[config.mk]
export PLATFORM = sky130hd
export DESIGN_NAME = rep_add_mult
export DESIGN_NICKNAME = d
export VERILOG_FILES = /design/src/rtl/repmul_pkg.sv /design/src/rtl/seq_counter.sv /design/src/rtl/timing_decoder.sv /design/src/rtl/ctrl_logic.sv /design/src/rtl/mult_datapath.sv /design/src/rtl/rep_add_mult.sv
export SDC_FILE = /design/constraint.sdc
export NUM_CORES = 1
export LEC_CHECK = 0
export CORE_MARGIN = 4
export CORE_UTILIZATION = 47
export DETAILED_ROUTE_END_ITERATION = 16
export HOLD_SLACK_MARGIN = 0.06
export PLACE_DENSITY = 0.78
export SETUP_SLACK_MARGIN = 0.5
export SYNTH_ARGS = -nofsm -noshare
export SYNTH_HDL_FRONTEND = slang
export SYNTH_SLANG_ARGS = --single-unit
[constraint.sdc]
create_clock -name clk -period 1.5 [get_ports clk]
set_clock_uncertainty 0.2 [all_clocks]
set_input_delay 0.3 -clock clk [delete_from_list [all_inputs] [get_ports clk]]
set_output_delay 0.3 -clock clk [all_outputs]
set_load 0.01 [all_outputs]
[src/rtl/repmul_pkg.sv]
package repmul_pkg;

    // Timing state indices; the load targets depend on these positions.
    localparam int ST_T0     = 0;
    localparam int ST_T1     = 1;
    localparam int ST_T2     = 2;
    localparam int ST_T3     = 3;
    localparam int ST_T4     = 4;
    localparam int ST_T5     = 5;
    localparam int ST_USED   = 6;
    localparam int ST_LOOP   = ST_T2;
    localparam int ST_HALT   = ST_T5;

    // One bit per datapath control line.
    typedef struct packed {
        logic clr_acc;    // accumulator <- 0
        logic ld_mcand;   // multiplicand <- in_bus
        logic ld_mplier;  // count <- in_bus
        logic add_en;     // adder output = acc + multiplicand
        logic dec_cnt;    // count <- count - 1
        logic drive_out;  // out_bus <- accumulator
        logic wr_acc;     // accumulator <- adder output
    } ctl_t;

endpackage

[src/rtl/seq_counter.sv]
module seq_counter #(
    parameter int CNT_W = 3
) (
    input  logic             clk,
    input  logic             rst,
    input  logic             load,
    input  logic [CNT_W-1:0] load_val,
    output logic [CNT_W-1:0] cnt_q
);
    localparam logic [CNT_W-1:0] CNT_ONE = {{(CNT_W-1){1'b0}}, 1'b1};

    typedef struct packed {
        logic [CNT_W-1:0] cnt;
    } seq_t;

    seq_t s_d, s_q;

    always_comb begin
        s_d = s_q;
        if (load) begin
            s_d.cnt = load_val;
        end else begin
            s_d.cnt = s_q.cnt + CNT_ONE;
        end
    end

    always_ff @(posedge clk) begin
        if (rst) begin
            s_q <= '0;
        end else begin
            s_q <= s_d;
        end
    end

    assign cnt_q = s_q.cnt;
endmodule

[src/rtl/timing_decoder.sv]
module timing_decoder #(
    parameter int CNT_W = 3,
    parameter int N_OUT = 6
) (
    input  logic [CNT_W-1:0] cnt,
    output logic [N_OUT-1:0] t
);
    for (genvar i = 0; i < N_OUT; i++) begin : g_dec
        assign t[i] = (cnt == CNT_W'(i));
    end
endmodule

[src/rtl/ctrl_logic.sv]
module ctrl_logic
    import repmul_pkg::*;
#(
    parameter int CNT_W = 3
) (
    input  logic [ST_USED-1:0] t,
    input  logic               z,
    output ctl_t               ctl,
    output logic               load,
    output logic [CNT_W-1:0]   load_val
);
    localparam logic [CNT_W-1:0] LOOP_CODE = CNT_W'(ST_LOOP);
    localparam logic [CNT_W-1:0] HALT_CODE = CNT_W'(ST_HALT);

    logic go_loop;
    logic go_halt;

    always_comb begin
        go_loop       = t[ST_T3] & ~z;
        go_halt       = t[ST_T5];
        load          = go_loop | go_halt;
        load_val      = ({CNT_W{go_loop}} & LOOP_CODE) | ({CNT_W{go_halt}} & HALT_CODE);

        ctl           = '0;
        ctl.clr_acc   = t[ST_T0];
        ctl.ld_mcand  = t[ST_T0];
        ctl.ld_mplier = t[ST_T1];
        ctl.add_en    = t[ST_T2];
        ctl.dec_cnt   = t[ST_T2];
        ctl.wr_acc    = t[ST_T2];
        ctl.drive_out = t[ST_T4];
    end
endmodule

[src/rtl/mult_datapath.sv]
module mult_datapath
    import repmul_pkg::*;
#(
    parameter int DATA_W = 4
) (
    input  logic              clk,
    input  logic              rst,
    input  ctl_t              ctl,
    input  logic [DATA_W-1:0] in_bus,
    output logic [DATA_W-1:0] out_bus,
    output logic              z
);
    localparam logic [DATA_W-1:0] D_ONE = {{(DATA_W-1){1'b0}}, 1'b1};

    typedef struct packed {
        logic [DATA_W-1:0] acc;
        logic [DATA_W-1:0] mcand;
        logic [DATA_W-1:0] cnt;
    } dp_t;

    dp_t d_d, d_q;
    logic [DATA_W-1:0] sum;

    always_comb begin
        // Adder result, carry out dropped: product is modulo 2**DATA_W.
        sum = ctl.add_en ? (d_q.acc + d_q.mcand) : d_q.acc;
        d_d = d_q;
        if (ctl.clr_acc)   d_d.acc   = '0;
        if (ctl.wr_acc)    d_d.acc   = sum;
        if (ctl.ld_mcand)  d_d.mcand = in_bus;
        if (ctl.ld_mplier) d_d.cnt   = in_bus;
        if (ctl.dec_cnt)   d_d.cnt   = d_q.cnt - D_ONE;
    end

    always_ff @(posedge clk) begin
        if (rst) begin
            d_q <= '0;
        end else begin
            d_q <= d_d;
        end
    end

    assign z       = (d_q.cnt == '0);
    assign out_bus = ctl.drive_out ? d_q.acc : '0;
endmodule

[src/rtl/rep_add_mult.sv]
module rep_add_mult
    import repmul_pkg::*;
#(
    parameter int DATA_W = 4,
    parameter int CNT_W  = 3
) (
    input  logic              clk,
    input  logic              rst,
    input  logic [DATA_W-1:0] in_bus,
    output logic [DATA_W-1:0] out_bus,
    output logic              out_valid
);
    logic [CNT_W-1:0]   state_q;
    logic [ST_USED-1:0] t;
    logic               z;
    logic               load;
    logic [CNT_W-1:0]   load_val;
    ctl_t               ctl;

    seq_counter #(.CNT_W(CNT_W)) i_seq (
        .clk      (clk),
        .rst      (rst),
        .load     (load),
        .load_val (load_val),
        .cnt_q    (state_q)
    );

    timing_decoder #(.CNT_W(CNT_W), .N_OUT(ST_USED)) i_dec (
        .cnt (state_q),
        .t   (t)
    );

    ctrl_logic #(.CNT_W(CNT_W)) i_ctrl (
        .t        (t),
        .z        (z),
        .ctl      (ctl),
        .load     (load),
        .load_val (load_val)
    );

    mult_datapath #(.DATA_W(DATA_W)) i_dp (
        .clk     (clk),
        .rst     (rst),
        .ctl     (ctl),
        .in_bus  (in_bus),
        .out_bus (out_bus),
        .z       (z)
    );

    assign out_valid = t[ST_T4];
endmodule

==> results <==
- The largest net degree at the start of global routing is 16.
- The final routed DRC violation total is 0.
- The required time at the endpoint of the critical path is 1540 ps.
- The number of maximum-capacitance constraint violations is 0.
- The post-synth net total is approximately 120.
- The worst path setup slack after routing is -192.3 ps.
- The via count of the first global-routing pass is 923.
- In this run the biggest area consumer among cell types represents between 30% and 40% of the synthesized area.
- In this run the power density over the cells is roughly 1100 nW/um2.
- The average cell area after synthesis is between 8 and 9 um2.
- The violation count after the first detailed-route iteration is 14.
- CTS built an H-tree with a depth of 1.
- The kind of end point of the critical path is a flop.
- Input and output buffers added on the ports amount to 10.
- The master of the slowest instance on the critical path is dfxtp_4.
- The clock passes through at most 2 buffers.
- The signal on the critical path passes through buf_6, buf_6, or2_4, nor3b_1, nand3_1, a31oi_2.
- The die height is just over 50 um.
- Setup repair after global routing could not meet its margin everywhere.
- For the worst setup path, the data arrival time is roughly 1700 ps.
- Fill cells in the final layout number 82.
- The core region is 1745 um2.
- The final-report setup violation count is 14.
- The count of unique library cells instantiated by Yosys is 30.
- The measured slew at the worst slew-check pin is approximately 340 ps.
- The area of combinational cells with multiple inputs is 780.7 um2.
- In the final design database the tool counted between 150 and 200 nets.
- The global-route wire length before repair is 4222 um.
- In the final layout, the share of cells above drive strength 1 is 60.56%.
- VDD sags by at most around 0.87 mV.
- The worst setup path is of the reg -> reg kind.
- Routability-driven placement finished with a final weighted congestion of around 0.84.
- The sequential element share of the synthesized area is between 30 and 40%.
- By area the synthesized netlist is led by dfxtp_1 (35%), ha_1 (13%), nor2_1 (6.1%).
- The final cell area excluding filler cells is 1544 um2.
- The category of the worst setup path launch point is a flop.
- The total wirelength of the detailed-routed design is a little over 3000 um.
- The floorplan die area is 2599 um2.
- The max-slew violation total from the final report is 0.
- For this run, the slowest stage of the critical path takes 380 ps.
- The number of clock sinks is 15.
- After detailed routing, the average wire length per cell comes to between 15 and 20 um.
- The final worst-path cycle share is 112.8%.
- The starting density of the core is about 50%.
- Counting I/O delays and the setup requirement, the final critical path takes ~1700 ps.
- The global-route usage over all layers is approximately 22%.
- Headroom to the max-slew limit came out at between 70% and 80%.
- The synthesis-stage register bit count is 15.
- Timing would allow up to ~600 MHz.
- The latest clock arrival within the worst-skew pair is 300 ps.
- Buffers inserted to repair hold after CTS numbered 0.
- The number of antenna-violating nets in the routed design is 0.
- The initial antenna violation count is 0.
- The maximum fanout encountered on the critical timing path is 5.
- The final hold violation count came to 0.
- Of all cell types, the one taking the most synthesized area is dfxtp_1.
- For this run, the number of Yosys warnings is 0.
- In this run, CTS created clock tree buffers numbering 3.
- The pre-antenna-repair detailed-routing pass consisted of 4 iterations.
- After clock tree synthesis, the clock-pin slew on the worst setup and hold paths is ~110 ps.
- The worst hold slack is ~300 ps.
- The total I/O pin count is 11.
- The area growth from synthesis to layout is 77.81%.
- The post-synthesis cell count is around 110.
- The via density per instance is between 5 and 6.
- The final reports fail on negative setup slack.
- The clock tree from TritonCTS is yes.
- The post-synthesis cell area is between 800 and 900 um2.
- The run finished, with violations left.
- By instance count, the cell type seen most on the critical path is buf_6.
- Detailed placement ended at an HPWL of about 1600 um.
- The standard-cell row count is 15.
- At the end of the flow the core is filled with cells to roughly 90%.
- The total number of vias is about 970.
- For this run the aggregate overflow at the end of global routing stands at 0.
- The tightest min-delay check is of the reg -> reg type.
- The cell at the root of the clock tree is clkbuf_4.
- Registers take approximately 320 um2.
- Measured along the x axis, the die boundary spans approximately 50 um.
- The antenna diode count is 0.
- The static leakage is 0.6117 nW.
- The instance area at placement is 1255 um2.
==> critical path: cells and delay by family, from the launching register on <==
kind            cells  cell delay [ps]
simple gates        3              610
compound gates      1              200
buf+inv             2              230
flops               1              380
==> per-stage QoR <==
step | power [mW] | std cells | setup TNS, ps | setup WS, ps
final | 1.696 | 167 | -1766 | -192.3
after global routing | 1.779 | 167 | -2383 | -236.9
after CTS | 1.487 | 161 | -866.7 | -137.4
after detailed placement | 1.134 | 150 | -1616 | -229.8
after global placement | 1.107 | 150 | -1305 | -220.8
after floorplan | 0.9403 | 105 | -22.90 | -22.90
==> cell families (layout without fill, tap and decap cells) <==
| group | count (synthesis) | after routing | synth area share [%] |
|---|---|---|---|
| fa+ha+maj | 10 | 10 | 15.27 |
| xor+xnor | 1 | 1 | 1.009 |
| buf+inv | 9 | 46 | 4.178 |
| compound gates | 23 | 23 | 16.57 |
| mux | 4 | 4 | 4.611 |
| flops | 15 | 15 | 34.58 |
| simple gates | 43 | 43 | 23.78 |
==> final cells by class <==
class | count | share of cell area, %
Clock buffer | 3 | 1.459
Clock inverter | 1 | 0.3241
Inverter | 6 | 1.945
Multi-Input combinational cell | 81 | 50.57
Sequential cell | 15 | 20.91
Tap cell | 25 | 2.026
Timing Repair Buffer | 36 | 22.77
==> cell usage after synthesis <==
library cell / instances
a211oi_1: 1
a21o_1: 1
a21oi_1: 8
a22o_1: 1
a31oi_1: 2
and2_1: 1
and3_1: 5
buf_2: 2
clkbuf_1: 1
dfxtp_1: 15
fa_1: 1
ha_1: 9
inv_1: 6
mux2i_1: 4
nand2_1: 11
nand2b_1: 1
nand3_1: 4
nor2_1: 14
nor2b_1: 1
nor3_1: 1
nor3b_1: 3
o211ai_1: 1
o21a_1: 2
o21ai_0: 3
o21bai_1: 2
o22ai_1: 1
o31a_1: 1
or2_1: 1
or3b_1: 1
xor2_1: 1
==> power breakdown <==
part	internal [mW]	switching, mW
clock network	0.0995	0.160
registers	0.465	0.0735
logic	0.469	0.429
total	1.03	0.662
==> flip-flops by register name (all words and copies together) (netlist names) <==
name / flops
i_seq.cnt_q: 3
i_dp.d_q: 12
==> layout by cell type (no fill, tap or decap), types with 2 or more instances in the layout <==
| cell type | instances |
|---|---|
| nor3b_2 | 2 |
| nor2_4 | 2 |
| dfxtp_4 | 4 |
| nand3_2 | 2 |
| buf_4 | 15 |
| o21a_1 | 2 |
| o21ai_2 | 2 |
| dfxtp_1 | 5 |
| mux2i_1 | 4 |
| nand2_2 | 2 |
| clkdlybuf4s50_1 | 5 |
| dfxtp_2 | 6 |
| clkbuf_4 | 3 |
| ha_4 | 9 |
| inv_2 | 3 |
| a21oi_1 | 4 |
| nand3_1 | 2 |
| buf_6 | 15 |
| a21oi_2 | 4 |
| and3_4 | 5 |
| nor2_1 | 11 |
| nand2_1 | 8 |
==> path summary, 6_finish.rpt <==
path	from	slack [ps]	end	cells past startpoint
max	i_seq.cnt_q[0]	-190	i_dp.d_q[11]	6
min	i_dp.d_q[1]	300	i_dp.d_q[1]	2
max reg2reg	i_seq.cnt_q[0]	-190	i_dp.d_q[11]	6
min reg2reg	i_dp.d_q[1]	300	i_dp.d_q[1]	2
==> layer usage <==
| metal | global-route usage [%] | vias up | part of all wire, % |
|---|---|---|---|
| li1 | - | 441 | - |
| met1 | 22.95 | 472 | 38 |
| met2 | 40.34 | 44 | 54 |
| met3 | 3.790 | 14 | 4.5 |
| met4 | 11.66 | 0 | 3.3 |
| met5 | 0 | - | 0 |
==> timing repair <==
action	CTS	global route
setup buffers	7	6
pin swaps	17	16
setup endpoints to repair	20	20
gates resized for setup	50	19
No activity file was read; power rests on OpenSTA's default activity.
